==> src/rtl/nand_regbank_pkg.sv <==
package nand_regbank_pkg;
    localparam int OFF_CMD    = 0;
    localparam int OFF_LOCK   = 1;
    localparam int OFF_CFG    = 2;
    localparam int OFF_TIMING = 3;
    localparam int OFF_MASK   = 4;
    localparam int OFF_STAT   = 5;
    localparam int OFF_RAW    = 6;
    localparam int OFF_CE     = 7;

    localparam logic [15:0] UNLOCK_KEY = 16'hA25E;
    localparam logic [7:0]  RESET_CODE = 8'hFF;

    typedef enum logic [0:0] {
        LK_LOCKED = 1'b0,
        LK_OPEN   = 1'b1
    } lock_state_t;
endpackage

==> src/rtl/nand_lock_fsm.sv <==
module nand_lock_fsm
    import nand_regbank_pkg::*;
(
    input  logic clk,
    input  logic rst_n,
    input  logic key_wr,
    input  logic bad_wr,
    input  logic prot_wr,
    output logic open_o
);
    lock_state_t state_q, state_d;

    always_comb begin
        state_d = state_q;
        unique case (state_q)
            LK_LOCKED: if (key_wr) state_d = LK_OPEN;
            LK_OPEN: begin
                if (prot_wr || bad_wr) state_d = LK_LOCKED;
            end
            default: state_d = LK_LOCKED;
        endcase
    end

    always_ff @(posedge clk or negedge rst_n) begin
        if (!rst_n) state_q <= LK_LOCKED;
        else        state_q <= state_d;
    end

    always_comb begin
        open_o = (state_q == LK_OPEN);
    end
endmodule

==> src/rtl/nand_irq_latch.sv <==
module nand_irq_latch #(
    parameter int N = 6
) (
    input  logic         clk,
    input  logic         rst_n,
    input  logic [N-1:0] evt,
    input  logic         clr,
    input  logic [N-1:0] mask,
    output logic [N-1:0] stat_q,
    output logic         irq
);
    logic [N-1:0] prev_q;
    logic [N-1:0] rise;

    always_comb rise = evt & ~prev_q;

    always_ff @(posedge clk or negedge rst_n) begin
        if (!rst_n) begin
            prev_q <= '0;
            stat_q <= '0;
        end else begin
            prev_q <= evt;
            stat_q <= (clr ? '0 : stat_q) | rise;
        end
    end

    always_comb irq = |(stat_q & mask);
endmodule

==> src/rtl/nand_regbank.sv <==
module nand_regbank
    import nand_regbank_pkg::*;
#(
    parameter int ADDR_W = 3,
    parameter int DATA_W = 32,
    parameter int EVT_W  = 6,
    parameter int RAW_W  = 7,
    parameter int CFG_W  = 4
) (
    input  logic              clk,
    input  logic              rst_n,
    input  logic [ADDR_W-1:0] bus_addr,
    input  logic              bus_wr,
    input  logic              bus_rd,
    input  logic [DATA_W-1:0] bus_wdata,
    output logic [DATA_W-1:0] bus_rdata,
    input  logic [EVT_W-1:0]  evt,
    input  logic [RAW_W-1:0]  raw_stat,
    output logic [CFG_W-1:0]  cfg_q,
    output logic [DATA_W-1:0] timing_q,
    output logic              ce_normal,
    output logic              irq,
    output logic              rst_pulse
);
    localparam int NREG = 1 << ADDR_W;

    logic [NREG-1:0]  sel;
    logic             open_q;
    logic [EVT_W-1:0] mask_q;
    logic [EVT_W-1:0] stat_q;
    logic             key_match;

    genvar g;
    generate
        for (g = 0; g < NREG; g++) begin : g_dec
            assign sel[g] = (bus_addr == ADDR_W'(g));
        end
    endgenerate

    assign key_match = (bus_wdata[15:0] == UNLOCK_KEY);

    nand_lock_fsm u_lock (
        .clk     (clk),
        .rst_n   (rst_n),
        .key_wr  (bus_wr && sel[OFF_LOCK] && key_match),
        .bad_wr  (bus_wr && sel[OFF_LOCK] && !key_match),
        .prot_wr (bus_wr && (sel[OFF_CFG] || sel[OFF_TIMING])),
        .open_o  (open_q)
    );

    nand_irq_latch #(.N(EVT_W)) u_irq (
        .clk    (clk),
        .rst_n  (rst_n),
        .evt    (evt),
        .clr    (bus_rd && sel[OFF_STAT]),
        .mask   (mask_q),
        .stat_q (stat_q),
        .irq    (irq)
    );

    always_ff @(posedge clk or negedge rst_n) begin
        if (!rst_n) begin
            cfg_q     <= '0;
            timing_q  <= '0;
            mask_q    <= '0;
            ce_normal <= 1'b1;
            rst_pulse <= 1'b0;
        end else begin
            rst_pulse <= bus_wr && sel[OFF_CMD] && (bus_wdata[7:0] == RESET_CODE);
            if (bus_wr && open_q && sel[OFF_CFG])    cfg_q    <= bus_wdata[CFG_W-1:0];
            if (bus_wr && open_q && sel[OFF_TIMING]) timing_q <= bus_wdata;
            if (bus_wr && sel[OFF_MASK])             mask_q   <= bus_wdata[EVT_W-1:0];
            if (bus_wr && sel[OFF_CE])               ce_normal <= bus_wdata[0];
        end
    end

    always_comb begin
        bus_rdata = '0;
        unique case (1'b1)
            sel[OFF_CFG]:    bus_rdata = DATA_W'(cfg_q);
            sel[OFF_TIMING]: bus_rdata = timing_q;
            sel[OFF_MASK]:   bus_rdata = DATA_W'(mask_q);
            sel[OFF_STAT]:   bus_rdata = DATA_W'(stat_q);
            sel[OFF_RAW]:    bus_rdata = DATA_W'(raw_stat);
            sel[OFF_CE]:     bus_rdata = DATA_W'(ce_normal);
            default:         bus_rdata = '0;
        endcase
    end
endmodule

==> config.mk <==
export PLATFORM = sky130hd
export DESIGN_NAME = nand_regbank
export DESIGN_NICKNAME = d
export VERILOG_FILES = /design/src/rtl/nand_regbank_pkg.sv /design/src/rtl/nand_lock_fsm.sv /design/src/rtl/nand_irq_latch.sv /design/src/rtl/nand_regbank.sv
export SDC_FILE = /design/constraint.sdc
export NUM_CORES = 1
export LEC_CHECK = 0
export BUFFER_PORTS_ARGS = -buffer_cell sky130_fd_sc_hd__buf_2
export CORE_AREA = 3 3 84 78
export DETAILED_ROUTE_END_ITERATION = 6
export DIE_AREA = 0 0 87 81
export GPL_TIMING_DRIVEN = 0
export PLACE_DENSITY = 0.86
export SLEW_MARGIN = 20
export SYNTH_ARGS = -nofsm -noshare
export SYNTH_HDL_FRONTEND = slang
export SYNTH_SLANG_ARGS = --single-unit
export TNS_END_PERCENT = 20
==> constraint.sdc <==
create_clock -name clk -period 1.46 [get_ports clk]
set_input_delay 0.146 -clock clk [delete_from_list [all_inputs] [get_ports clk]]
set_output_delay 0.146 -clock clk [all_outputs]
set_load 0.1 [all_outputs]
### Word level (Yosys, flattened, before mapping)

Index checks and enable logic that the tools add are counted.

* register bits: 57
* input port bits: 52
* output and inout port bits: 71
* logic and storage cells: 44

* eq/ne operators: 9
* mux-type cells: 5
* bitwise gates (word level): 5
* reductions and logical operators: 17

Operator list (number)
* 32-bit one-hot mux with 6 select lines: 1
* 16-bit == test, second input constant: 1
* 6-bit bitwise AND: 2
* 3-bit == test, second input constant: 4
* 1-bit logical AND: 12
* 8-bit == test, second input constant: 1
* 3-bit by 2-bit == test with 1-bit output, second input constant: 2
* 6-bit two-way mux: 1
* 6-bit inverter: 1
* 6-bit bitwise OR: 1
* 6-bit OR reduction: 1
* 3-bit by 1-bit == test with 1-bit output, second input constant: 1
* 3-bit zero test: 1
* 1-bit logical OR: 2
* 1-bit two-way mux: 2
* 1-bit one-hot mux with 2 select lines: 1
* 1-bit zero test: 1
* 1-bit inverter: 1

### Depth between registers and ports, before layout

* depth after elaboration: 6
* depth in mapped cells: 5
* depth with buffers taken out: 3

### Hierarchy

A second synthesis with hierarchy kept.

* cells, all modules: 216
* area total of the unflattened synthesis: 2910.3 um2

By module, submodules not included
* nand_regbank: times used 1, cells each 179, area an instance 2456.1 um2, seq. area each 1102.3 um2
* nand_irq_latch: times used 1, cells each 34, area an instance 410.4 um2, seq. area each 300.3 um2
* nand_lock_fsm: times used 1, cells each 3, area an instance 43.8 um2, seq. area each 25.0 um2

### Least setup slack after synthesis

No wires, ideal clock.

* path kind: reg-to-output
* start: register cfg_q[1]
* end: output port bus_rdata[1]
* arrival time: 2752 ps
* data required time: 1314 ps
* path slack: -1438 ps
* cell stages (with the launch flop): 4
* buffers on the path: 0
* cells stage by stage: dfrtp_1 -> mux2i_1 -> a21o_1 -> a21oi_1

* cells in the longest elaborated chain, start to end: 1

RTL lines
* start, declared: RTL line nand_regbank.sv:19 `output logic [CFG_W-1:0] cfg_q,`
* start signal, assigned: RTL line nand_regbank.sv:70 `if (bus_wr && open_q && sel[OFF_CFG]) cfg_q <= bus_wdata[CFG_W-1:0];`
* 32-bit one-hot mux with 6 select lines: RTL line nand_regbank.sv:79 `unique case (1'b1)`
* end, declared: RTL line nand_regbank.sv:16 `output logic [DATA_W-1:0] bus_rdata,`

Every way passes these cells.

### Worst setup path after layout

* start: register ce_normal
* end: output port bus_rdata[0]

* cells in the longest elaborated chain, start to end: 1

RTL lines
* start, declared: RTL line nand_regbank.sv:21 `output logic ce_normal,`
* start signal, assigned: RTL line nand_regbank.sv:73 `if (bus_wr && sel[OFF_CE]) ce_normal <= bus_wdata[0];`
* 32-bit one-hot mux with 6 select lines: RTL line nand_regbank.sv:79

Every way passes these cells.

==> impl_metrics.yaml <==
outcome:
  outcome: "finished, violations left"
  violations: "setup timing"
power:
  leakage_uw: 0.00222
  power_frac_clock_pct: 35.9
  ir_drop_mv: 0.645
  intPower_uw: 2660
  p_switching_uw: 1070
  combPwrFrac_pct: 18.3
  p_sw_share_pct: 28.7
  totalPowerFinal_uw: 3740
  seq_power_share_pct: 45.8
  power_density_nw_per_um2: 884
yosys:
  yosysUniqueCellTypes: 34
  synthFlopType: "dfrtp_1"
  seq_area_frac_synth_pct: 54.4
  synth-seq-cells: 57
  yosys_warnings: 0
  syn_nets: 267
  synth_edf_count: 0
  syn-mean-instance-area_um2: 12.2
  syn_area_um2: 2630
  async_flop_share_pct: 100
  syn_inst: 215
routing:
  drt_first_iter_violations: 102
  via_per_inst: 5.32
  drc: 0
  wire_per_inst_um: 18.6
  ant_nets: 0
  first_pass_iters: 4
  via_count: 2319
  drt_wl_total_um: 8090
die:
  fp.dieW_um: 87
  dieArea_um2: 7050
  die_y_um: 81
  core_um2: 5690
  ioPinCount: 123
  row_count: 26
  initial_core_util_pct: 46.1
setup_path:
  end_kind: "output pin"
  path_max_fanout: 2
  reg2reg_from: "u_lock.open_o"
  cp-start-kind: "register"
  worst-setup-path-type: "register to output pin"
  crit_required_ps: 1310
  critPathLaunch: "ce_normal"
  cp_data_arrival_time_ps: 1470
final_layout:
  seq_area_um2: 1450
  num_antenna_cells: 0
  final_util_pct: 74.3
  design_area_um2: 4230
  multi_input_area_um2: 1220
  fillCellCount: 377
  syn_to_final_growth_pct: 61.0
  finish.net_count: 413
  drive_gt1_share_pct: 55.2
sta:
  final.period_utilization_pct: 111
  skew_ps: 4.48
  timing.hold.ws_ps: 20.2
  slew_viol_final: 0
  relSlewSlack_pct: 52.2
  hold_violations: 0
  rsz0062_at_grt: "yes"
  worstMarginPinSlew_ps: 717
  fin_ws_ps: -158
  finalSetupViolations: 4
  max_freq_mhz: 618
  layout_min_cycle_time_ps: 1620
clock_tree:
  cts_max_level: 3
  cts_buffers: 9
  cts_sinks: 57
  cts_root_buffer: "clkbuf_8"
  cts.path.max_buffers: 2
  cts_tree: "done"
  path_clk_slew_ps: 60
  clkLatencyLatePin_ps: 340
run:
  drv_cap: 0
global_route:
  grt_use_total_pct: 22.7
  grt.overflow.total: 0
  first_global_vias: 2368
  grt_pass1_wl_um: 11900
  antenna_found_initial: 0
  grt_max_degree: 58
place:
  gp_congestion: 0.835
  pre_cts_ws_ps: -337
  numPortBuffers: 121
  place_area_um2: 3380
  dp_hpwl_um: 5240
worst_hold_path:
  hp-class: "primary input to register"
  hp-start: "bus_wdata[26]"
## cell type report
| class | instances | area share, % |
|---|---|---|
| Sequential cell | 57 | 34.2 |
| Multi-Input combinational cell | 138 | 28.9 |
| Timing Repair Buffer | 135 | 27.2 |
| Clock buffer | 13 | 4.00 |
| Buffer | 12 | 2.57 |
| Tap cell | 70 | 2.07 |
| Inverter | 8 | 0.710 |
| Clock inverter | 3 | 0.355 |
## cell families (layout without fill, tap and decap cells)
group                  after synthesis  count (layout)  synth area share, %
flip-flops                          57              57                 54.4
buffers and inverters               20             171                 3.81
multiplexers                        51              51                 21.6
AND/OR/NAND/NOR                     61              61                 13.8
AO/OA/AOI/OAI                       26              26                 6.48
## synthesized netlist by cell type, types with 3 or more instances
master	number	area (um^2)
and2_1	26	163
dfrtp_1	56	1400
nand3_1	3	15.0
o21ai_0	7	35.0
inv_1	8	30.0
a22oi_1	5	37.5
nand2b_1	3	18.8
mux2_1	36	405
mux2i_1	6	60.1
nor2_1	3	11.3
nand2_1	10	37.5
buf_2	8	40.0
nand4_1	3	18.8
o22ai_1	4	25.0
buf_4	4	30.0
mux2_2	9	101
## state kept, by name (all words and copies together) (netlist names)
| register | cells |
|---|---|
| u_irq.stat_q | 6 |
| cfg_q | 4 |
| rst_pulse | 1 |
| timing_q | 32 |
| mask_q | 6 |
| u_irq.prev_q | 6 |
| ce_normal | 1 |
| u_lock.open_o | 1 |
## power by group through the flow
stage                     clock [uW]  sequential [uW]  combinational, uW
final                           1340             1710                685
after detailed placement           0             1730                557
after floorplan                    0             1760                343
after global placement             0             1730                544
after global routing            1470             1720                725
after CTS                       1360             1710                641
## cells in the final DEF (no fill, tap or decap), types with 2 or more instances in the layout
cell type	synthesis	layout
buf_2	8	90
and2_4	0	18
dfrtp_4	0	4
a22oi_2	0	2
dfrtp_1	56	50
buf_12	0	24
and2_1	26	8
mux2_2	9	8
nand4_1	3	3
o22ai_1	4	2
buf_6	0	4
nand2_1	10	10
mux2_1	36	36
mux2i_1	6	5
o21ai_0	7	7
clkbuf_8	0	12
dfrtp_2	0	2
clkinv_2	0	3
nand2b_1	3	3
dlygate4sd3_1	0	7
o22ai_4	0	2
a22oi_1	5	3
o211ai_1	2	2
buf_8	0	4
a32oi_1	2	2
nand4b_1	2	2
nor2_1	3	3
buf_4	4	17
nand3_1	3	2
inv_1	8	8
## metrics by stage
stage               cells  setup TNS [ps]
detailed placement    406           -8360
CTS                   430            -360
global route          436            -630
global placement      406           -8050
floorplan             215          -14770
finish                436            -338
## final timing paths
kind	depth (start not counted)	slack, ps	end
worst max-delay path	4	-160	bus_rdata[0]
worst min-delay path	2	20	timing_q[26]
worst max register to register	4	60	timing_q[4]
worst min register to register	1	420	u_irq.stat_q[0]
max in group asynchronous	2	450	timing_q[5]
min in group asynchronous	2	470	timing_q[0]
## worst max-delay path, cell delays in order, from the launching register on
cell and delay (ps):
dfstp_2 530, mux2_4 140, nand3_2 60, o211ai_1 140, buf_6 270
## repair_timing
action | in CTS | in global routing
setup endpoints to repair | 34 | 54
hold endpoints to repair | 62 | 0
buffers inserted | 1 | 4
resized for setup | 104 | 47
gates cloned | 0 | 2
hold buffers | 7 | 0
pin swaps | 4 | 4
## per-layer routing
metal,GRT usage (%),routed length [um]
met5,0,0
met4,7.63,148
met3,7.40,660
met2,38.5,4140
met1,27.2,3140
Note: power is estimated with default switching activity, not from simulation.
